### src/rtl/led_pkg.sv
package led_pkg;

    typedef enum logic [1:0] {
        BAND_IDLE = 2'd0,
        BAND_SLOW = 2'd1,
        BAND_MED  = 2'd2,
        BAND_FAST = 2'd3
    } band_e;

    // Converts milliseconds to clock cycles at the given frequency.
    function automatic longint unsigned ms_to_cyc(longint unsigned hz, longint unsigned ms);
        return (hz * ms) / 64'd1000;
    endfunction

    // Sorts a window activity count into a traffic band (5% and 30% limits).
    function automatic band_e classify(longint unsigned cnt, longint unsigned win);
        if (cnt == 0)
            return BAND_IDLE;
        else if (cnt * 20 < win)
            return BAND_SLOW;
        else if (cnt * 10 < win * 3)
            return BAND_MED;
        else
            return BAND_FAST;
    endfunction

endpackage

### src/rtl/led_stretch.sv
// Loadable down-counter; busy while nonzero.
module led_stretch #(
    parameter int unsigned CYC = 42
) (
    input  logic clk,
    input  logic clr,
    input  logic load,
    output logic busy
);
    localparam int unsigned W = $clog2(CYC + 1);

    logic [W-1:0] cnt_q;

    always_ff @(posedge clk) begin
        if (clr)
            cnt_q <= '0;
        else if (load)
            cnt_q <= W'(CYC);
        else if (cnt_q != '0)
            cnt_q <= cnt_q - 1'b1;
    end

    assign busy = (cnt_q != '0);
endmodule

### src/rtl/led_util_meter.sv
// Counts activity over a fixed window and latches the band at window end.
module led_util_meter
    import led_pkg::*;
#(
    parameter int unsigned WIN_CYC = 420
) (
    input  logic  clk,
    input  logic  rst,
    input  logic  act,
    output band_e band
);
    localparam int unsigned W = $clog2(WIN_CYC + 1);

    logic [W-1:0] win_q;
    logic [W-1:0] act_q;
    logic [W-1:0] act_next;
    band_e        band_q;

    assign act_next = act_q + W'(act);

    always_ff @(posedge clk) begin
        if (rst) begin
            win_q  <= '0;
            act_q  <= '0;
            band_q <= BAND_IDLE;
        end else if (win_q == W'(WIN_CYC - 1)) begin
            win_q  <= '0;
            act_q  <= '0;
            band_q <= classify(64'(act_next), 64'(WIN_CYC));
        end else begin
            win_q <= win_q + 1'b1;
            act_q <= act_next;
        end
    end

    assign band = band_q;
endmodule

### src/rtl/led_blinker.sv
// Square-wave generator with band-selected half period; starts in the on half.
module led_blinker
    import led_pkg::*;
#(
    parameter int unsigned HALF_SLOW = 700,
    parameter int unsigned HALF_MED  = 420,
    parameter int unsigned HALF_FAST = 300
) (
    input  logic  clk,
    input  logic  rst,
    input  logic  en,
    input  band_e band,
    output logic  on
);
    localparam int unsigned HMAX_A = (HALF_SLOW > HALF_MED) ? HALF_SLOW : HALF_MED;
    localparam int unsigned HMAX   = (HMAX_A > HALF_FAST) ? HMAX_A : HALF_FAST;
    localparam int unsigned W      = $clog2(HMAX + 1);

    logic [W-1:0] cnt_q;
    logic [W-1:0] half;
    logic         off_q;

    always_comb begin
        case (band)
            BAND_FAST: half = W'(HALF_FAST);
            BAND_MED:  half = W'(HALF_MED);
            default:   half = W'(HALF_SLOW);
        endcase
    end

    always_ff @(posedge clk) begin
        if (rst || !en) begin
            cnt_q <= '0;
            off_q <= 1'b0;
        end else if (cnt_q >= half - 1'b1) begin
            cnt_q <= '0;
            off_q <= ~off_q;
        end else begin
            cnt_q <= cnt_q + 1'b1;
        end
    end

    assign on = ~off_q;
endmodule

### src/rtl/port_led_driver.sv
module port_led_driver
    import led_pkg::*;
#(
    parameter int unsigned CLK_HZ     = 50_000_000,
    parameter int unsigned TEST_MS    = 2000,
    parameter int unsigned STRETCH_MS = 10,
    parameter int unsigned WIN_MS     = 100,
    parameter int unsigned SLOW_HZ    = 3,
    parameter int unsigned MED_HZ     = 5,
    parameter int unsigned FAST_HZ    = 7
) (
    input  logic clk,
    input  logic rst,
    input  logic link_up_i,
    input  logic spd100_i,
    input  logic act_i,
    input  logic col_i,
    output logic led_link_n_o,
    output logic led_spd_n_o,
    output logic led_col_n_o
);
    localparam int unsigned TEST_CYC    = int'(ms_to_cyc(64'(CLK_HZ), 64'(TEST_MS)));
    localparam int unsigned STRETCH_CYC = int'(ms_to_cyc(64'(CLK_HZ), 64'(STRETCH_MS)));
    localparam int unsigned WIN_CYC     = int'(ms_to_cyc(64'(CLK_HZ), 64'(WIN_MS)));
    localparam int unsigned HALF_SLOW   = CLK_HZ / (2 * SLOW_HZ);
    localparam int unsigned HALF_MED    = CLK_HZ / (2 * MED_HZ);
    localparam int unsigned HALF_FAST   = CLK_HZ / (2 * FAST_HZ);

    logic  lamp_on;
    logic  col_busy;
    logic  blink_on;
    logic  blink_en;
    band_e band_q;

    led_stretch #(.CYC(TEST_CYC)) u_lamp (
        .clk  (clk),
        .clr  (1'b0),
        .load (rst),
        .busy (lamp_on)
    );

    led_stretch #(.CYC(STRETCH_CYC)) u_col (
        .clk  (clk),
        .clr  (rst),
        .load (col_i),
        .busy (col_busy)
    );

    led_util_meter #(.WIN_CYC(WIN_CYC)) u_meter (
        .clk  (clk),
        .rst  (rst),
        .act  (act_i),
        .band (band_q)
    );

    assign blink_en = link_up_i && (band_q != BAND_IDLE);

    led_blinker #(
        .HALF_SLOW (HALF_SLOW),
        .HALF_MED  (HALF_MED),
        .HALF_FAST (HALF_FAST)
    ) u_blink (
        .clk  (clk),
        .rst  (rst),
        .en   (blink_en),
        .band (band_q),
        .on   (blink_on)
    );

    assign led_link_n_o = lamp_on ? 1'b0
                        : ~(link_up_i && ((band_q == BAND_IDLE) || blink_on));
    assign led_spd_n_o  = lamp_on ? 1'b0 : ~spd100_i;
    assign led_col_n_o  = ~(lamp_on | col_busy);
endmodule

### config.mk
export PLATFORM = sky130hd
export DESIGN_NAME = port_led_driver
export DESIGN_NICKNAME = d
export VERILOG_FILES = /design/src/rtl/led_pkg.sv /design/src/rtl/led_stretch.sv /design/src/rtl/led_util_meter.sv /design/src/rtl/led_blinker.sv /design/src/rtl/port_led_driver.sv
export SDC_FILE = /design/constraint.sdc
export NUM_CORES = 1
export LEC_CHECK = 0
export BUFFER_PORTS_ARGS = -buffer_cell sky130_fd_sc_hd__buf_2
export CORE_MARGIN = 3
export CORE_UTILIZATION = 44
export CTS_CLUSTER_DIAMETER = 80
export DETAILED_ROUTE_END_ITERATION = 8
export PLACE_DENSITY = 0.63
export SETUP_SLACK_MARGIN = 0.05
export SYNTH_ARGS = -nofsm -noshare
export SYNTH_HDL_FRONTEND = slang
export SYNTH_SLANG_ARGS = --single-unit
export TNS_END_PERCENT = 50
### constraint.sdc
create_clock -name clk -period 10.95 [get_ports clk]
set_input_delay 2.19 -clock clk [delete_from_list [all_inputs] [get_ports clk]]
set_output_delay 2.19 -clock clk [all_outputs]
set_load 0.1 [all_outputs]
# After elaboration in Yosys (flattened, before gate mapping)
# Index checks and enable logic that the tools add are counted.
# op_classes
addsub	6
n_mul	2
order_cmp	3
eq_ne	3
n_mux	8
bitwise	5
n_reduce_logical	14
# ops
operator	count
multiplier 23 x 3 -> 26 bit (second input constant)	2
adder 23 x 1 -> 23 bit (second input constant)	2
one-hot mux 23 bit (2 select lines)	1
2-to-1 mux 19 bit	2
less-than comparator 28 x 23 -> 1 bit (second input constant)	1
less-than comparator 27 x 24 -> 1 bit (second input constant)	1
nonzero test 27 bit	1
subtractor 27 x 1 -> 27 bit (second input constant)	1
adder 23 x 1 -> 23 bit	1
equality test 23 bit (second input constant)	1
greater-or-equal comparator 23 bit	1
zero test 23 bit	1
subtractor 23 x 1 -> 23 bit (second input constant)	1
nonzero test 19 bit	1
subtractor 19 x 1 -> 19 bit (second input constant)	1
OR reduction 2 bit	3
equality test 2 bit (second input constant)	2
2-to-1 mux 2 bit	2
NOT 1 bit	4
nonzero test 2 bit	2
2-to-1 mux 1 bit	3
logical AND 1 bit	2
zero test 2 bit	1
logical OR 1 bit	2
other kinds (2)	2
# word_totals
regBits	118
input_bits	6
output_inout_bits	3
wordCells	49

# Depth between registers and ports, before layout
# Gate-level depths: netlist of the first run.
# logic_depth
ltp_word	6
mapped_depth	19
ltp_nobuf	17

# By module
# A second synthesis of the first run with hierarchy kept.
# hier_totals
hier_cells	937
area_unflattened_um2	7845.0
# by_module_without_submodules
mod	n_inst	cells_per_inst	area_each_um2	seq_area_each_um2
led_util_meter	1	477	3784.9	960.9
led_blinker	1	180	1640.3	480.5
led_stretch at u_lamp	1	159	1400.1	540.5
led_stretch at u_col	1	115	988.4	380.4
port_led_driver	1	6	31.3	0.0

# Worst setup path before layout of the first run
# OpenSTA, ideal clock, no wires.
# synth_path
path_kind	input to register
from	in act_i
to	reg u_meter.band_q[0] (netlist: u_meter.band[0])
setup_ns	0.127
t_arrival_ns	6.075
t_required_ns	10.823
path_slack_ns	4.748
cell_stages	16
path_buffers	1
path_cell_list	ha_1 -> ha_1 -> nand3_2 -> nor3_1 -> xnor2_1 -> inv_1 -> ha_1 -> ha_1 -> clkbuf_1 -> a21oi_1 -> or3b_2 -> nor3_1 -> nor2_1 -> xor2_1 -> o311a_1 -> or3_1
# synth_between
elab_chain_cells	6
word_cells_on_any_way	9
classes_between	1 x add/sub; 2 x mul; 2 x order compare; 3 x mux; 1 x reduce/logical
# synth_rtl
item	line	text
start: declaration	port_led_driver.sv:16	input logic act_i,
adder 23 x 1 -> 23 bit (*)	led_util_meter.sv:19	assign act_next = act_q + W'(act);
via u_meter.act_next[10]	led_util_meter.sv:16	logic [W-1:0] act_next;
multiplier 23 x 3 -> 26 bit	led_pkg.sv:19, led_pkg.sv:21	
less-than comparator 27 x 24 -> 1 bit	led_pkg.sv:21	else if (cnt * 10 < win * 3)
2-to-1 mux 1 bit	led_pkg.sv:21	
2-to-1 mux 2 bit	led_pkg.sv:19	else if (cnt * 20 < win)
2-to-1 mux 2 bit (*)	led_pkg.sv:17	if (cnt == 0)
end signal: assignment	led_util_meter.sv:29	band_q <= classify(64'(act_next), 64'(WIN_CYC));
end: declaration	led_util_meter.sv:17	band_e band_q;
# Mark *: on every way through the listed nets, which the timed path passes. The rest lies on a longest branch.
# A chain may end at the register's enable or synchronous reset.

# Final worst setup path of the first run
# Same ends and word-level chain as after synthesis.

==> key figures, run 1 <==
Synth
  – Proportion of synthesized chip area in sequential cells: 31.14%
  – Number of synthesized flops with an enable pin: 0
  – Combined area of all synthesized cells: 7585 sq um
  – Cell taking the most area after synthesis: dfxtp_1
  – Unique cell type count in the Yosys netlist: 69
  – Synthesized area per cell: 8.200 sq um
  – Synthesized netlist net count: 988
  – Cell count after synthesis: 925
  – Number of storage elements in the synthesis netlist: 118
  – Largest cells by area after synthesis: dfxtp_1 (31%), ha_1 (9.2%), xor2_1 (6.9%)
  – Fraction of synthesis flops using an asynchronous set or reset pin: 0%
  – Predominant post-synthesis flop cell: dfxtp_1
  – Warnings, synthesis: 0
  – Proportion of netlist area held by the largest area contributor: 31.14%

Setup path
  – CP Data Arrival Time: 6.68 ns
  – Capturing element type of the critical path: flip-flop
  – Startpoint type of the worst setup path: input port
  – Startpoint-to-endpoint class of the critical path: input port to flip-flop
  – Critical path data required time: around 11 ns
  – Largest driver fanout on the critical path: 7

Finish
  – Synthesis-to-finish area growth: 10.03%
  – Most frequent standard cell in the layout excluding fill and tap cells: nor2_1
  – Final #Nets: roughly 1000
  – N_diodes: 0
  – Fraction of final layout cells with drive strength greater than 1: 6.688%
  – Final cell area excluding filler cells: 8346 sq um
  – Most frequent cells in the layout: nor2_1 (131), dfxtp_1 (118), xor2_1 (60), ha_1 (56), nand2_1 (54)

Global route
  – Initial antenna violation count: 0
  – Number of global-route vias before repair: 5749
  – Total Routing Usage GR: 17.12%
  – Wire length of the first global-routing pass: around 27000 microns
  – Maximum number of pins on one net before global-route repair: 45
  – Total congestion overflow after global routing: 0

Routing
  – Initial DRC Count: ~320
  – Count of vias placed by the detailed router: 6136
  – Via/cell ratio: 5.350
  – Wire length the detailed router placed on met1: approximately 7900 microns
  – Final ANT Viol Nets: 0
  – Average wire length per cell after detail routing: 13.46 microns
  – Met2 Routed Length: between 7000 and 8000 microns
  – Met3 wirelength from detailed routing: 431 microns
  – DRC violations left: 0
  – Uppermost layer routed: met4
  – Length of the first detailed-routing pass in iterations: 4
  – Total Routed Length: 15440 microns

Placement
  – Estimated wirelength of the detail-placed design: between 10000 and 15000 microns
  – PortBufs: 8
  – Post-detailed-placement cell area: 7755 sq um
  – Routability congestion estimate: 0.8559

STA
  – Slew at the pin with the worst max-slew slack: 0.8685 ns
  – Max-slew headroom at the worst pin: 41.94%
  – Total negative slack for setup checks: 0 ns
  – Number of setup violations in the final report: 0
  – Post-route minimum period: 6.399 ns
  – Slew Viols, Final: 0
  – Fmax: ~0.16 GHz
  – Final period utilization: ~58%
  – Post-route clock skew: 0.01885 ns
  – Final hold viol count: 0
  – RSZ-0062 raised after global routing: false

Pwr
  – Pint: 0.0008397 W
  – Reg power frac: 42.0%
  – Switching Fraction: 23.58%
  – Post-route total power: 0.001099 W
  – Maximum VDD drop: 0.1099 mV
  – Switching power summed over all nets: 0.0002591 W
  – Static leakage: 3.323 nW
  – Comb pwr share: 7.3%
  – Clock power frac: 50.7%
  – PD cells: 131.7 nW/um^2

Status
  – Result of the run: complete, no violations

Die
  – Core Box Area: about 17000 sq um
  – Total Die Area: ~19000 sq um
  – Effective utilization at floorplan: 45.42%
  – Horizontal die dimension: 137.3 microns
  – Die boundary height: about 140 microns
  – Count of pins on the block boundary: 9
  – Std cell rows: 47

CTS
  – Clock Sinks: 118
  – Reg clk slew, reported paths: 0.05 ns
  – TritonCTS Buffers: 17
  – Cts hold-fix bufs: 0
  – Number of buffers on the longest clock path: 2
  – Number of buffers inserted to repair setup after CTS: 0
  – Deepest level of the CTS H-tree: 4
  – CTS tree: done
  – Skew-Pair Late Insertion Delay: 0.41 ns
  – Clk Tree Root Cell: clkbuf_16
  – Post-CTS resize count: 0

Flow run
  – Count of maximum capacitance violations: 0

Worst hold path
  – Hold Crit Class: flip-flop to flip-flop
==> power groups by stage <==
stage	Clock, W	Sequential, W	Combinational, W
3_5_place_dp	0	0.000471	0.0000800
4_1_cts	0.000571	0.000462	0.0000813
2_1_floorplan	0	0.000467	0.0000668
6_report	0.000557	0.000462	0.0000803
5_1_grt	0.000589	0.000464	0.0000934
3_3_place_gp	0	0.000470	0.0000796
==> per-stage QoR <==
step / hold slack [ns] / util (%) / instances / setup WS [ns]
3_3_place_gp: 0.4421 / 46.43 / 1115 / 4.265
3_5_place_dp: 0.4528 / 46.43 / 1115 / 4.174
2_1_floorplan: 0.4258 / - / 925 / 4.748
5_1_grt: 0.4983 / 49.97 / 1147 / 4.099
4_1_cts: 0.4615 / 49.97 / 1147 / 4.577
6_report: 0.4614 / 49.97 / 1147 / 4.551
==> layout make-up <==
cell class | count | area [sq um]
well taps | 220 | 275.3
fillers | 1637 | 8356
multi-input cells | 736 | 4950
repair buffers | 9 | 47.55
clock inverters | 12 | 153.9
inverters | 32 | 120.1
clock buffers | 20 | 436.7
flip-flops and latches | 118 | 2362
==> logic make-up after synthesis <==
family / count (synthesis) / synth area share [%]
AOI/OAI and AO/OA: 132 / 12.34
xor gates and xnor gates: 114 / 13.26
adders and majority gates: 57 / 9.502
buffers and inverters: 71 / 3.745
DFF: 118 / 31.14
muxes: 2 / 0.2639
other: 1 / 0.04944
and+or+nand+nor: 430 / 29.69
==> routing by layer <==
layer	GRT usage [%]	up-vias
li1	-	3253
met1	23.46	2812
met2	27.82	64
met3	3.214	7
met4	4.268	0
met5	0	-
==> worst paths after layout <==
path | from | depth (start not counted) | slack [ns] | end
min | u_meter.win_q[0]$_SDFF_PP0_ | 1 | 0.46 | u_meter.win_q[0]$_SDFF_PP0_
max reg2reg | u_meter.act_q[4]$_SDFF_PP0_ | 15 | 5.98 | u_meter.band[0]$_SDFFE_PP0P_
max | act_i | 17 | 4.55 | u_meter.band[0]$_SDFFE_PP0P_
min reg2reg | u_meter.win_q[0]$_SDFF_PP0_ | 1 | 0.46 | u_meter.win_q[0]$_SDFF_PP0_
==> cells in the mapped netlist (20+ instances only) <==
cell,number
nor2_1,131
nor3_1,38
xor2_1,60
xnor2_1,53
inv_1,32
nand2_1,54
dfxtp_1,118
clkbuf_1,33
nand2b_1,20
a21oi_1,36
nand3_1,42
nand4_1,25
ha_1,56
==> state kept, by name, summed over array words and instances (netlist names) <==
register	flops
u_blink.off_q	1
u_meter.act_q	23
u_col.cnt_q	19
u_meter.band	2
u_meter.win_q	23
u_blink.cnt_q	23
u_lamp.cnt_q	27
==> critical path, stage by stage <==
cell and delay, ns:
buf_2 0.08, ha_1 0.20, nand4_1 0.25, nor3_1 0.59, and2_1 0.23, xnor2_1 0.17
inv_1 0.09, ha_1 0.28, ha_1 0.37, a21o_1 0.23, a21oi_1 0.33, or3b_2 0.47
nor3_1 0.23, nor2_1 0.10, xor2_1 0.16, o311a_1 0.36, or3_1 0.34
(Power assumes the default switching activity.)
==> run 2, diff against run 1 <==
ABC_AREA = 1   (was unset)
PLACE_DENSITY = 0.65   (was 0.63)
clock period = 5.46 ns   (was 10.95 ns; I/O delays follow)
==> run 2 against run 1 <==
Clock power grew 110%. Highest routed layer unchanged. Sequential share of layout area shrank 3.0 points. Combinational power grew 87%.
==> key figures, run 2 <==
Routing
  – Length of the first detailed-routing pass in iterations: 5 (+1)
  – Final ANT Viol Nets: 0 (unchanged)
  – Count of vias placed by the detailed router: 8007 (+30%)
  – Total Routed Length: 18860 microns (+22%)
  – Via/cell ratio: 4.986 (-6.8%)
  – Initial DRC Count: 409 (+28%)
  – Average wire length per cell after detail routing: 11.74 microns (-13%)
  – DRC violations left: 0 (unchanged)

CTS
  – Post-CTS resize count: 0 (unchanged)
  – Clock Sinks: 118 (unchanged)
  – Clk Tree Root Cell: clkbuf_16
  – Cts hold-fix bufs: 0 (unchanged)
  – Reg clk slew, reported paths: 0.06 ns (about the same)
  – Deepest level of the CTS H-tree: 4 (unchanged)
  – CTS tree: done
  – Number of buffers on the longest clock path: 2 (unchanged)
  – Skew-Pair Late Insertion Delay: 0.42 ns (about the same)
  – Number of buffers inserted to repair setup after CTS: 0 (unchanged)
  – TritonCTS Buffers: 17 (unchanged)

STA
  – Final hold viol count: 0 (unchanged)
  – Total negative slack for setup checks: 0 ns (unchanged)
  – RSZ-0062 raised after global routing: false
  – Final period utilization: 81.56%
  – Final setup margin: 1.007 ns (-3.544 ns)
  – Post-route clock skew: 0.007399 ns (-0.01145 ns)
  – Max-slew headroom at the worst pin: 57.46% (+16 points)
  – Post-route minimum period: about 4.5 ns
  – Number of setup violations in the final report: 0 (unchanged)
  – Slew at the pin with the worst max-slew slack: 0.6335 ns (-0.2350 ns)
  – Fmax: around 0.22 GHz
  – Slew Viols, Final: 0 (unchanged)

Finish
  – Synthesis-to-finish area growth: 10.81%
  – N_diodes: 0 (unchanged)
  – Number of fillers in the final layout: 1863 (+14%)
  – Most frequent standard cell in the layout excluding fill and tap cells: nand2_1
  – Fraction of final layout cells with drive strength greater than 1: 6.028% (-0.66 points)
  – Largest reg by FF count: u_lamp.cnt_q
  – Flip-flop count of the largest register, all copies and words added: 27 (unchanged)
  – Final cell count without fillers: 1606 (+40%)
  – Most frequent cells in the layout: nand2_1 (348), inv_1 (229), nor2_1 (185), dfxtp_1 (118)
  – Final #Nets: 1427 (+46%)

Die
  – Core Box Area: 18390 sq um (+10%)
  – Die boundary height: 144.4 microns (+5.1%)
  – Total Die Area: 20840 sq um (+11%)
  – Effective utilization at floorplan: 45.80% (+0.38 points)
  – Std cell rows: 49 (+4.3%)
  – Horizontal die dimension: 144.4 microns (+5.1%)
  – Count of pins on the block boundary: 9 (unchanged)

Setup path
  – Slowest stage cell on the critical path: ha_1
  – Capturing element type of the critical path: flip-flop
  – Startpoint-to-endpoint class of the critical path: input port to flip-flop
  – Crit-path leading delay family: simple AND/OR/NAND/NOR gates
  – CP Data Arrival Time: 4.76 ns (-1.92 ns)
  – Cell mode on critical path: nand2_1
  – Startpoint of the worst-slack reg-to-reg timing path: u_meter.act_q[0]$_SDFF_PP0_
  – Worst R2R Setup Slack: 1.45 ns (-4.53 ns)
  – Cells along the critical path: buf_2, ha_1, ha_1, nand2_1, inv_1, nand2_1, nor2_1, xor2_1, inv_1, ha_1, ha_1, nand2_1, inv_1, nand2_1, nand2_1, a21oi_1, nand2_1, nand3_1, nand3_1, a21boi_2, nor3b_1, nand2_1, nand2_1, nand2_1
  – R2R Path End: u_meter.band[1]$_SDFFE_PP0P_
  – Slowest stage delay, CP: 0.37 ns (-0.22 ns)
  – WP buf/inv: 4 (+2)
  – Worst Reg-to-Reg Cells: 23 (+8)
  – Startpoint type of the worst setup path: input port
  – Largest driver fanout on the critical path: 5 (-2)
  – Critical path data required time: 5.77 ns (-5.46 ns)

Synth
  – Warnings, synthesis: 0 (unchanged)
  – Cell count after synthesis: 1347 (+46%)
  – Combined area of all synthesized cells: 8423 sq um (+11%)
  – Predominant post-synthesis flop cell: dfxtp_1
  – Number of synthesized flops with an enable pin: 0 (unchanged)
  – Fraction of synthesis flops using an asynchronous set or reset pin: 0% (unchanged)
  – Most frequent cells after synthesis: nand2_1 (348), inv_1 (229), nor2_1 (185)
  – Largest cells by area after synthesis: dfxtp_1 (28%), nand2_1 (16%), inv_1 (10%)
  – Synthesized area per cell: 6.253 sq um (-24%)
  – Library cell with the highest instance count after synthesis: nand2_1
  – Cell taking the most area after synthesis: dfxtp_1
  – Synthesized netlist net count: 1410 (+43%)
  – Proportion of synthesized chip area in sequential cells: 28.05% (-3.1 points)
  – Proportion of netlist area held by the largest area contributor: 28.05% (-3.1 points)
  – Unique cell type count in the Yosys netlist: 45 (-35%)
  – Number of storage elements in the synthesis netlist: 118 (unchanged)

Global route
  – Initial antenna violation count: 0 (unchanged)
  – Total congestion overflow after global routing: 0 (unchanged)
  – Wire length of the first global-routing pass: 32730 microns (+22%)
  – Total Routing Usage GR: 19.15% (+2.0 points)
  – Maximum number of pins on one net before global-route repair: 33 (-27%)
  – Number of global-route vias before repair: 7260 (+26%)

Flow run
  – Count of maximum capacitance violations: 0 (unchanged)

Placement
  – PortBufs: 8 (unchanged)
  – Placed instance count: 1574 (+41%)
  – Estimated wirelength of the detail-placed design: 14760 microns (+34%)
  – Post-Place Worst Slack: 0.5751 ns (-3.598 ns)
  – Routability congestion estimate: 0.8933 (+4.4%)

Pwr
  – Clock power frac: 52.2% (+1.5 points)
  – Switching Fraction: 23.65% (+0.067 points)
  – Static leakage: 4.358 nW (+31%)
  – Maximum VDD drop: 0.2244 mV (+100%)
  – Pint: 0.001695 W (+100%)
  – PD cells: 237.8 nW/um^2 (+81%)
  – Comb pwr share: 6.8% (-0.5 points)
  – Post-route total power: 0.002220 W (+100%)
  – Switching power summed over all nets: 0.0005249 W (+100%)
  – Reg power frac: 41.0% (-1.0 points)

Status
  – Result of the run: complete, no violations

Worst hold path
  – Worst Hold Launch: u_meter.win_q[0]$_SDFF_PP0_
  – Hold EP: u_meter.win_q[0]$_SDFF_PP0_
  – Hold path cells: 1 (unchanged)
  – Hold Crit Class: flip-flop to flip-flop
[run 2: cell count changes after synthesis, sizes merged, moves of 16 or more]
| cell | delta |
|---|---|
| nand2 | +298 |
| inv | +201 |
| nor2 | +66 |
| xnor2 | -46 |
| a21oi | +36 |
| nand3 | +33 |
| xor2 | -27 |
| clkbuf | -25 |
| nor3 | +21 |
| nand2b | -20 |
| nor2b | -16 |
[run 2: power by group through the flow]
stage / combinational [W] / clock [W] / sequential, W
global route: 0.000174 / 0.00122 / 0.000914
finish: 0.000150 / 0.00116 / 0.000911
floorplan: 0.000121 / 0 / 0.000924
global placement: 0.000147 / 0 / 0.000928
CTS: 0.000150 / 0.00119 / 0.000910
detailed placement: 0.000149 / 0 / 0.000929
[run 2: worst max-delay path by stage]
| stage | end | start | depth (start not counted) |
|---|---|---|---|
| floorplan | led_col_n_o | u_lamp.cnt_q[0]$_SDFFE_PP0P_ | 8 |
| global placement | u_meter.band[0]$_SDFFE_PP0P_ | act_i | 29 |
| detailed placement | u_meter.band[0]$_SDFFE_PP0P_ | act_i | 29 |
| CTS | u_meter.band[0]$_SDFFE_PP0P_ | act_i | 29 |
| global route | u_meter.band[0]$_SDFFE_PP0P_ | act_i | 25 |
| finish | u_meter.band[1]$_SDFFE_PP0P_ | act_i | 24 |
[run 2: through the flow]
| stage | util (%) | instance area [sq um] | hold slack [ns] |
|---|---|---|---|
| after global placement | 47.39 | 8716 | 0.4300 |
| after global routing | 50.75 | 9334 | 0.4892 |
| after floorplan | - | 8423 | 0.4176 |
| final | 50.75 | 9334 | 0.4515 |
| after detailed placement | 47.39 | 8716 | 0.4455 |
| after CTS | 50.75 | 9334 | 0.4502 |
[run 2: logic make-up (layout without fill, tap and decap cells)]
kind of cell | after synthesis | after routing | share of synthesized area, %
other | 1 | 1 | 0.04452
adder cells (fa/ha/maj) | 57 | 57 | 8.556
AND/OR/NAND/NOR | 759 | 759 | 39.93
flip-flops | 118 | 118 | 28.05
XOR/XNOR | 41 | 41 | 4.352
AO/OA/AOI/OAI | 126 | 126 | 8.110
buffers and inverters | 245 | 275 | 10.96
[run 2: layer usage]
layer,vias to the layer above,wire [microns],GRT usage (%)
li1,4334,-,-
met3,30,588,3.836
met1,3515,9531,25.66
met4,0,357,5.793
met5,-,0,0
met2,128,8380,31.24
[run 2: layout make-up]
| class | count | area, sq um | share of cell area (%) |
|---|---|---|---|
| inverters | 233 | 874.6 | 9.370 |
| flip-flops and latches | 118 | 2362 | 25.31 |
| clock inverters | 11 | 147.6 | 1.582 |
| clock buffers | 21 | 470.5 | 5.040 |
| multi-input cells | 984 | 5137 | 55.04 |
| repair buffers | 10 | 55.05 | 0.5898 |
| well taps | 229 | 286.5 | 3.070 |
